--- config.mk ---
export PLATFORM = sky130hd
export DESIGN_NAME = alu_op_ctl
export DESIGN_NICKNAME = d
export VERILOG_FILES = /design/src/rtl/alu_op_ctl_pkg.sv /design/src/rtl/alu_rfmt_decode.sv /design/src/rtl/alu_class_select.sv /design/src/rtl/alu_op_ctl.sv
export SDC_FILE = /design/constraint.sdc
export NUM_CORES = 1
export LEC_CHECK = 0
export ABC_AREA = 1
export BUFFER_PORTS_ARGS = -buffer_cell sky130_fd_sc_hd__buf_2
export CORE_AREA = 5 5 42 44
export DETAILED_ROUTE_END_ITERATION = 7
export DIE_AREA = 0 0 47 49
export GPL_TIMING_DRIVEN = 0
export PLACE_DENSITY = 0.44
export SYNTH_ARGS = -nofsm -noshare
export SYNTH_HDL_FRONTEND = slang
export SYNTH_SLANG_ARGS = --single-unit
--- constraint.sdc ---
create_clock -name vclk -period 1.8
set_input_delay 0.09 -clock vclk [all_inputs]
set_output_delay 0.09 -clock vclk [all_outputs]
set_load 0.005 [all_outputs]
--- src/rtl/alu_op_ctl_pkg.sv ---
// Package: shared widths, class and function encodings, and the table of
// register-format opcodes for the ALU operation control decoder.
// Assumes opcode matching is always done on the full opcode field.
package alu_op_ctl_pkg;

    localparam int OPC_W    = 11;
    localparam int FN_W     = 4;
    localparam int CLS_W    = 2;
    localparam int NUM_RFMT = 5;

    typedef enum logic [CLS_W-1:0] {
        CLS_MEM   = 2'b00,
        CLS_ZTEST = 2'b01,
        CLS_RFMT  = 2'b10,
        CLS_RSVD  = 2'b11
    } op_class_e;

    typedef enum logic [FN_W-1:0] {
        FN_AND   = 4'b0000,
        FN_OR    = 4'b0001,
        FN_ADD   = 4'b0010,
        FN_SUB   = 4'b0110,
        FN_PASSB = 4'b0111,
        FN_XOR   = 4'b1100
    } alu_fn_e;

    // Opcode of register-format entry i.
    function automatic logic [OPC_W-1:0] rfmt_opc(input int i);
        case (i)
            0:       rfmt_opc = 11'b10001011000;
            1:       rfmt_opc = 11'b11001011000;
            2:       rfmt_opc = 11'b10001010000;
            3:       rfmt_opc = 11'b10101010000;
            default: rfmt_opc = 11'b11001010000;
        endcase
    endfunction

    // ALU function of register-format entry i.
    function automatic alu_fn_e rfmt_fn(input int i);
        case (i)
            0:       rfmt_fn = FN_ADD;
            1:       rfmt_fn = FN_SUB;
            2:       rfmt_fn = FN_AND;
            3:       rfmt_fn = FN_OR;
            default: rfmt_fn = FN_XOR;
        endcase
    endfunction

endpackage

--- src/rtl/alu_rfmt_decode.sv ---
// Register-format opcode decoder.
// Compares the opcode against every table entry in parallel and returns the
// matching function together with a hit flag.
// Assumes the table entries are distinct, so at most one entry matches.
module alu_rfmt_decode
    import alu_op_ctl_pkg::*;
#(
    parameter int OPC_BITS = OPC_W,
    parameter int N_OPS    = NUM_RFMT
) (
    input  logic [OPC_BITS-1:0] opcode,
    output logic [N_OPS-1:0]    hit,
    output alu_fn_e             dec_fn,
    output logic                dec_known
);

    // One full-width comparator per table entry.
    for (genvar gi = 0; gi < N_OPS; gi++) begin : g_cmp
        assign hit[gi] = (opcode == OPC_BITS'(rfmt_opc(gi)));
    end

    // Pick the function of whichever entry hit; addition when none did.
    always_comb begin
        dec_fn    = FN_ADD;
        dec_known = 1'b0;
        for (int i = 0; i < N_OPS; i++) begin
            if (hit[i]) begin
                dec_fn    = rfmt_fn(i);
                dec_known = 1'b1;
            end
        end
    end

    // Table entries never overlap, so at most one comparator may fire.
    always_comb begin

        hit_onehot_chk: assert ($onehot0(hit))
            else $error("more than one opcode entry matched");
    end

endmodule

--- src/rtl/alu_class_select.sv ---
// Class selector.
// Turns the operation class into the final ALU function and illegal flag.
// Under the register-format class it takes the decoder's result; the other
// classes override it.
// Assumes the decoder reports addition when it finds no match.
module alu_class_select
    import alu_op_ctl_pkg::*;
(
    input  logic [CLS_W-1:0] op_class,
    input  alu_fn_e          dec_fn,
    input  logic             dec_known,
    output alu_fn_e          sel_fn,
    output logic             sel_illegal
);

    // Choose the ALU function according to the operation class.
    always_comb begin
        sel_fn      = FN_ADD;
        sel_illegal = 1'b0;
        case (op_class_e'(op_class))
            CLS_MEM:   sel_fn = FN_ADD;
            CLS_ZTEST: sel_fn = FN_PASSB;
            CLS_RFMT: begin
                sel_fn      = dec_fn;
                sel_illegal = !dec_known;
            end
            default: begin
                sel_fn      = FN_ADD;
                sel_illegal = 1'b1;
            end
        endcase
    end

    // Cross-check the class overrides against the selected outputs.
    always_comb begin

        mem_class_add_chk: assert (op_class != 2'b00 || (sel_fn == FN_ADD && !sel_illegal))
            else $error("memory class did not force addition");

        ztest_class_passb_chk: assert (op_class != 2'b01 || (sel_fn == FN_PASSB && !sel_illegal))
            else $error("zero-test class did not force pass-b");

        rsvd_class_flag_chk: assert (op_class != 2'b11 || (sel_fn == FN_ADD && sel_illegal))
            else $error("reserved class not flagged");

        illegal_add_chk: assert (!sel_illegal || sel_fn == FN_ADD)
            else $error("illegal flag raised with non-add function");
    end

endmodule

--- src/rtl/alu_op_ctl.sv ---
// ALU operation control decoder, top level.
// Combines the operation class from the main control unit with the
// instruction opcode and produces the 4-bit ALU function code plus a flag
// for unsupported combinations.
// Purely combinational; the surrounding datapath registers the result if it
// needs to.
module alu_op_ctl
    import alu_op_ctl_pkg::*;
(
    input  logic [1:0]  op_class,
    input  logic [10:0] opcode,
    output logic [3:0]  alu_fn,
    output logic        op_illegal
);

    localparam int N_OPS = NUM_RFMT;

    logic [N_OPS-1:0] hit;
    alu_fn_e          dec_fn;
    logic             dec_known;
    alu_fn_e          sel_fn;
    logic             sel_illegal;

    alu_rfmt_decode #(
        .OPC_BITS (OPC_W),
        .N_OPS    (N_OPS)
    ) u_dec (
        .opcode    (opcode),
        .hit       (hit),
        .dec_fn    (dec_fn),
        .dec_known (dec_known)
    );

    alu_class_select u_sel (
        .op_class    (op_class),
        .dec_fn      (dec_fn),
        .dec_known   (dec_known),
        .sel_fn      (sel_fn),
        .sel_illegal (sel_illegal)
    );

    // Drive the ports from the selector.
    always_comb begin
        alu_fn     = sel_fn;
        op_illegal = sel_illegal;
    end

    // A decoder hit under the register-format class is never flagged.
    always_comb begin

        rfmt_hit_legal_chk: assert (!(op_class == 2'b10 && |hit) || !op_illegal)
            else $error("recognised opcode flagged illegal");
    end

endmodule

# ---- Word-level counts from Yosys, hierarchy flattened
# Index checks and enable logic that the tools add are counted.
dict set report classes {
  n_addsub 0
  multipliers 0
  div 0
  magnitude_cmp 0
  eq_ne 7
  shift 0
  n_mux 11
  bitwise 0
  reduce_logical 3
}
# operator count
set ops {}
lappend ops {{11-bit == test (second input constant)} 5}
lappend ops {{3-bit two-way mux} 3}
lappend ops {{4-bit one-hot mux with 2 select lines} 1}
lappend ops {{1-bit two-way mux} 5}
lappend ops {{4-bit two-way mux} 1}
lappend ops {{2-bit by 1-bit == test with 1-bit output (second input constant)} 1}
lappend ops {{2-bit == test (second input constant)} 1}
lappend ops {{2-bit zero test} 1}
lappend ops {{1-bit one-hot mux with 2 select lines} 1}
lappend ops {{2-bit OR reduction} 1}
lappend ops {{1-bit zero test} 1}
dict set report totals {
  ff_bits 0
  latchBits 0
  ramBits 0
  mem_bits_ro 0
  inputBits 13
  out_inout_bits 5
  n_memories 0
}

# ---- Longest topological paths before layout
# Gate-level depths: netlist (run 1).
dict set report logic_depth {
  depth_word 8
  depth_mapped 8
  mapped_depth_nobuf 8
}

# ---- Modules after synthesis
# Synthesis (run 1) repeated with hierarchy kept, for this count alone.
dict set report unflattened {
  hier_cells 55
  area_unflattened_um2 281.5
}
# module n_inst cells_each area_per_inst_um2
set modules_own_cells {}
lappend modules_own_cells {alu_rfmt_decode 1 38 185.2}
lappend modules_own_cells {alu_class_select 1 17 96.3}

# ---- Worst setup path after synthesis (run 1)
# Ideal clock, no wire load.
dict set report synth_timing {
  kind {in2out}
  startpoint {in op_class[0]}
  endpoint {out alu_fn[2]}
  arrival_ns 0.802
  required_time_ns 1.710
  slack_ns 0.908
  path_stages 8
  path_buffers 0
  path_cell_list {inv_1 > ha_1 > inv_1 > nor3_1 > nand2_1 > nand3_1 > nand2_1 > inv_1}
}
dict set report synth_via {
  elab_chain_len 2
  elab_cells_between_ends 3
}
# item line
set synth_lines {}
lappend synth_lines {{from (decl)} alu_op_ctl.sv:10} ;# input logic [1:0] op_class,
lappend synth_lines {{2-bit == test or 2-bit by 1-bit == test with 1-bit output (tied branches)} alu_class_select.sv:20} ;# case (op_class_e'(op_class))
lappend synth_lines {{4-bit one-hot mux with 2 select lines *} alu_class_select.sv:20}
lappend synth_lines {{to (decl)} alu_op_ctl.sv:12} ;# output logic [3:0] alu_fn,
# Mark *: on every way between the ends. The rest lies on a longest branch, timed or not.

# ---- Worst setup path in the final report (run 1)
# Same ends and word-level chain as after synthesis.

==> results of run 1 <==
[per-stage QoR]
stage	cells	hold WS [ps]	power, uW
after CTS	76	547	50.7
after floorplan	42	303	24.7
final	76	543	49.9
after global routing	76	572	57.9
after detailed placement	76	544	50.3
after global placement	76	542	50.2
[power by group through the flow]
stage,logic [uW],clock network [uW],registers (uW)
3_3_place_gp,50.2,0,0
4_1_cts,50.7,0,0
2_1_floorplan,24.7,0,0
5_1_grt,57.9,0,0
3_5_place_dp,50.3,0,0
6_report,49.9,0,0
[area by class of cell]
cell class | count | area share
Multi-Input combinational cell | 30 | 0.504
Inverter | 12 | 0.144
Timing Repair Buffer | 18 | 0.288
Tap cell | 16 | 0.0640
[routing by layer]
metal,global-route usage,wire [um],up-vias
met3,0.0111,88,0
met5,0,0,-
li1,-,-,162
met2,0.0724,212,12
met1,0.0565,258,106
met4,0,0,0
[layout by cell type (no fill, tap or decap)]
master	netlist	layout
buf_2	0	18
inv_1	12	12
nand2_1	9	9
nor2_1	6	6
nand3_1	6	6
ha_1	3	3
nor2_2	2	2
nor3_1	1	1
nand4_1	1	1
a21oi_1	1	1
o21ai_0	1	1
[final timing paths]
path | start | endpoint | slack [ps] | cells after the start
min | opcode[8] | alu_fn[0] | 540 | 4
max | op_class[0] | alu_fn[2] | 640 | 10
[cell families (layout without fill, tap and decap cells)]
| group | after synthesis | count (layout) | share of synthesized area |
|---|---|---|---|
| AOI/OAI and AO/OA | 2 | 2 | 0.0493 |
| adders and majority gates | 3 | 3 | 0.185 |
| buffers and inverters | 12 | 30 | 0.222 |
| and+or+nand+nor | 25 | 25 | 0.543 |
[critical path: cells and delay by family]
kind | cells | cell delay, ps
buffers and inverters | 5 | 380
AND/OR/NAND/NOR | 4 | 360
adder cells (fa/ha/maj) | 1 | 250
==> summary.md, run 1 <==
| Metric | Value |
|---|---|
| Clock buf count | `0` |
| Outcome | `finished, final reports clean` |
| Sw Share | `0.509` |
| DIE AREA | `0.00230 sq mm` |
| Worst setup margin | `636 ps` |
| Final core utilization | `0.223` |
| Worst setup EP type | `primary output` |
| Drt total wl | `559 um` |
| Antenna-violating nets left | `0` |
| Sequential power share | `0` |
| Post-DR wirelength/cell | `7.36 um` |
| Endpoints failing hold | `0` |
| Final net count | `78` |
| First-pass GRT wire length | `814 um` |
| Input/output buffers | `18` |
| CP Max Fanout | `6` |
| Crit path kind | `input port to primary output` |
| Synthesized instance count | `42` |
| Crit-path most repeated cell | `inv_1` |
| Tmin final | `1160 ps` |
| Drt pass-1 iters | `4` |
| CP max-delay cell | `ha_1` |
| Syn_area_per_cell | `4.83 sq um` |
| Final count of negative-setup-slack endpoints | `0` |
| Storage cell area | `0 sq um` |
| Syn nets | `58` |
| Vias/cell | `3.68` |
| Postcts setup bufs | `0` |
| Register area share after synthesis | `0` |
| Cell Rows | `14` |
| YS warnings | `0` |
| Worst-path cell chain | `buf_2, inv_1, ha_1, inv_1, nor3_1, nand2_1, nand3_1, nand2_1, inv_1, buf_2` |
| Hold Crit Class | `input port to primary output` |
| Die height | `49 um` |
| Tcrit/Tclk final | `0.647` |
| Placed cell areas | `313 sq um` |
| Top-count cell post-synth | `inv_1` |
| Required time worst endpoint | `1710 ps` |
| Io pins | `18` |
| Slew @ Worst Pin | `226 ps` |
| Fmax | `0.859 GHz` |
| FILL cells | `176` |
| Logic pwr share | `1.000` |
| ANT cells | `0` |
| Clock share of power | `0` |
| Largest net degree at the start of global routing | `7` |
| Post-route setup TNS | `0 ps` |
| Yosys top cell by area | `inv_1` |
| RSZ-0062 raised after global routing | `no` |
| Area Growth Syn to Fin | `54.3%` |
| Post-synth top area share | `0.222` |
| Starting Density | `0.145` |
| Layout cells sized above 1 | `0.333` |
| Die W | `47 um` |
| Net Switching | `25.4 uW` |
| CP max stage delay | `250 ps` |
| Top cells by area, synth | `inv_1 22%, ha_1 19%, nand2_1 17%, nand3_1 15%, nor2_1 11%` |
| Vias in the first global route | `229` |
| Max Cap Viol | `0` |
| Netlist cell types | `10` |
| Initial DRC count | `6` |
| Power per cell area | `160 mW/mm^2` |
| Multi-input logic area | `158 sq um` |
| Maximum VDD drop | `0.0543 mV` |
| Pre-CTS WS | `625 ps` |
| CTS Hold Buffers Added | `0` |
| Crit path launch type | `input port` |
| Crit path DAT | `1070 ps` |
| GR Util All Layers | `0.0428` |
| Top cells by count, synth | `12 x inv_1, 9 x nand2_1, 6 x nand3_1, 6 x nor2_1, 3 x ha_1` |
| Slew HR | `0.848` |
| Detailed placement HPWL | `511 um` |
| Via Count | `280` |
| Post-Synthesis Cell Area | `203 sq um` |
| Cell area after layout | `313 sq um` |
| Core ar. | `0.00140 sq mm` |
| Post-route DRC | `0` |
| Gr ovfl total | `0` |
| GP Congestion | `0.634` |
| CTS resizes | `0` |
| Max-slew violation count | `0` |
| Initial antenna violation count | `0` |
| Sequential cell count | `0` |
| Leakage | `0.000209 uW` |
| Internal | `24.5 uW` |
Note: power is estimated with default switching activity, not from simulation.
==> inputs of run 2 (changes only) <==
==> constraint.sdc (replaced) <==
create_clock -name vclk -period 1.1
set_input_delay 0.055 -clock vclk [all_inputs]
set_output_delay 0.055 -clock vclk [all_outputs]
set_load 0.005 [all_outputs]
==> summary.md, run 2 (synthesis results as in run 1) <==
| Metric | Value |
|---|---|
| Outcome | `finished, final reports clean` |
| Final core utilization | `0.232` |
| Gr ovfl total | `0` |
| CP max-delay cell | `ha_4` |
| Vias/cell | `3.68` |
| Met3 routed WL | `88 um` |
| Largest net degree at the start of global routing | `7` |
| Final net count | `78` |
| Hold Crit Class | `input port to primary output` |
| Initial antenna violation count | `0` |
| Worst path bufs/invs | `5` |
| Max-slew violation count | `0` |
| Met1 Wirelength | `258 um` |
| Tcrit/Tclk final | `0.900` |
| Drt pass-1 iters | `4` |
| Worst-path cell chain | `buf_2, inv_2, ha_4, inv_1, nor3_1, nand2_1, nand3_1, nand2_1, inv_1, buf_2` |
| RSZ-0062 raised after global routing | `no` |
| Commonest non-fill, non-tap cell in the layout | `buf_2` |
| Crit path depth | `10` |
| Crit path launch type | `input port` |
| Largest delay share family, worst path | `buffers and inverters` |
| Slew HR | `0.848` |
| Layout cells sized above 1 | `0.367` |
| Starting Density | `0.145` |
| Tmin final | `990 ps` |
| First-pass GRT wire length | `828 um` |
| CP max stage delay | `160 ps` |
| GR Util All Layers | `0.0435` |
| Fmax | `1.01 GHz` |
| Last element of the critical path | `alu_fn[2]` |
| Max Cap Viol | `0` |
| Antenna-violating nets left | `0` |
| Max Used Layer | `met3` |
| DIE AREA | `0.00230 sq mm` |
| Drt total wl | `567 um` |
| Clock buf count | `0` |
| Endpoints failing hold | `0` |
| Routed wl met2 | `220 um` |
| Sequential cell count | `0` |
| Worst setup EP type | `primary output` |
| GP Congestion | `0.634` |
| ANT cells | `0` |
| Storage cell area | `0 sq um` |
| Crit path kind | `input port to primary output` |
| Required time worst endpoint | `1040 ps` |
| Cell Rows | `14` |
| Post-route DRC | `0` |
| Slew @ Worst Pin | `225 ps` |
| Initial DRC count | `6` |
| Area Growth Syn to Fin | `60.5%` |
| Detailed placement HPWL | `511 um` |
| Critical hold path startpoint | `opcode[8]` |
| Die W | `47 um` |
| Commonest cells after routing, fill and taps aside | `18 x buf_2, 11 x inv_1, 9 x nand2_1, 6 x nor2_1, 6 x nand3_1` |
| Core ar. | `0.00140 sq mm` |
| Vias in the first global route | `230` |
| Final count of negative-setup-slack endpoints | `0` |
| Via Count | `280` |
| Worst Setup SP | `op_class[0]` |
| Leakage | `0.000208 uW` |
| CP Max Fanout | `6` |
| Maximum VDD drop | `0.0881 mV` |
| Placed cell areas | `313 sq um` |
| Io pins | `18` |
| Post-DR wirelength/cell | `7.46 um` |
| Power per cell area | `265 mW/mm^2` |
| Die height | `49 um` |
| Cell area after layout | `325 sq um` |
| Crit path DAT | `930 ps` |
| Input/output buffers | `18` |
| FILL cells | `174` |
-- run 2: how the worst min path moves through the flow --
stage | to | slack (ps) | cells after the start
after detailed placement | alu_fn[0] | 470 | 4
after global placement | alu_fn[0] | 470 | 4
after global routing | alu_fn[0] | 500 | 4
final | alu_fn[0] | 470 | 4
after CTS | alu_fn[0] | 480 | 4
after floorplan | alu_fn[0] | 230 | 2
-- run 2: metrics by stage --
step                      setup slack [ps]  total power [uW]  std cells  hold slack, ps  setup TNS [ps]
after floorplan                        278              40.5         42             233               0
after global placement               -17.5              82.1         76             472           -17.5
after detailed placement             -4.92              82.3         76             474           -4.92
after CTS                             20.9              83.5         76             477               0
after global routing                  3.58              99.5         76             502               0
final                                  110              86.2         76             473               0
-- run 2: timing repair --
action,CTS,global route
setup endpoints to repair,1,1
hold buffers,0,0
setup buffers,0,0
resized for setup,1,2
-- run 2: report_power, final --
group	switching (uW)	internal [uW]
combinational	43.9	42.4
clock	0	0
sequential	0	0
-- run 2: final cells by class --
type / instances / area [sq um] / share of cell area
Inverter: 12 / 45.0 / 0.138
Multi-Input combinational cell: 30 / 170 / 0.523
Tap cell: 16 / 20.0 / 0.0615
Timing Repair Buffer: 18 / 90.1 / 0.277
-- run 2: per-layer routing --
metal | vias up | track usage
li1 | 162 | -
met1 | 106 | 0.0587
met2 | 12 | 0.0724
met3 | 0 | 0.0111
met4 | 0 | 0
met5 | - | 0
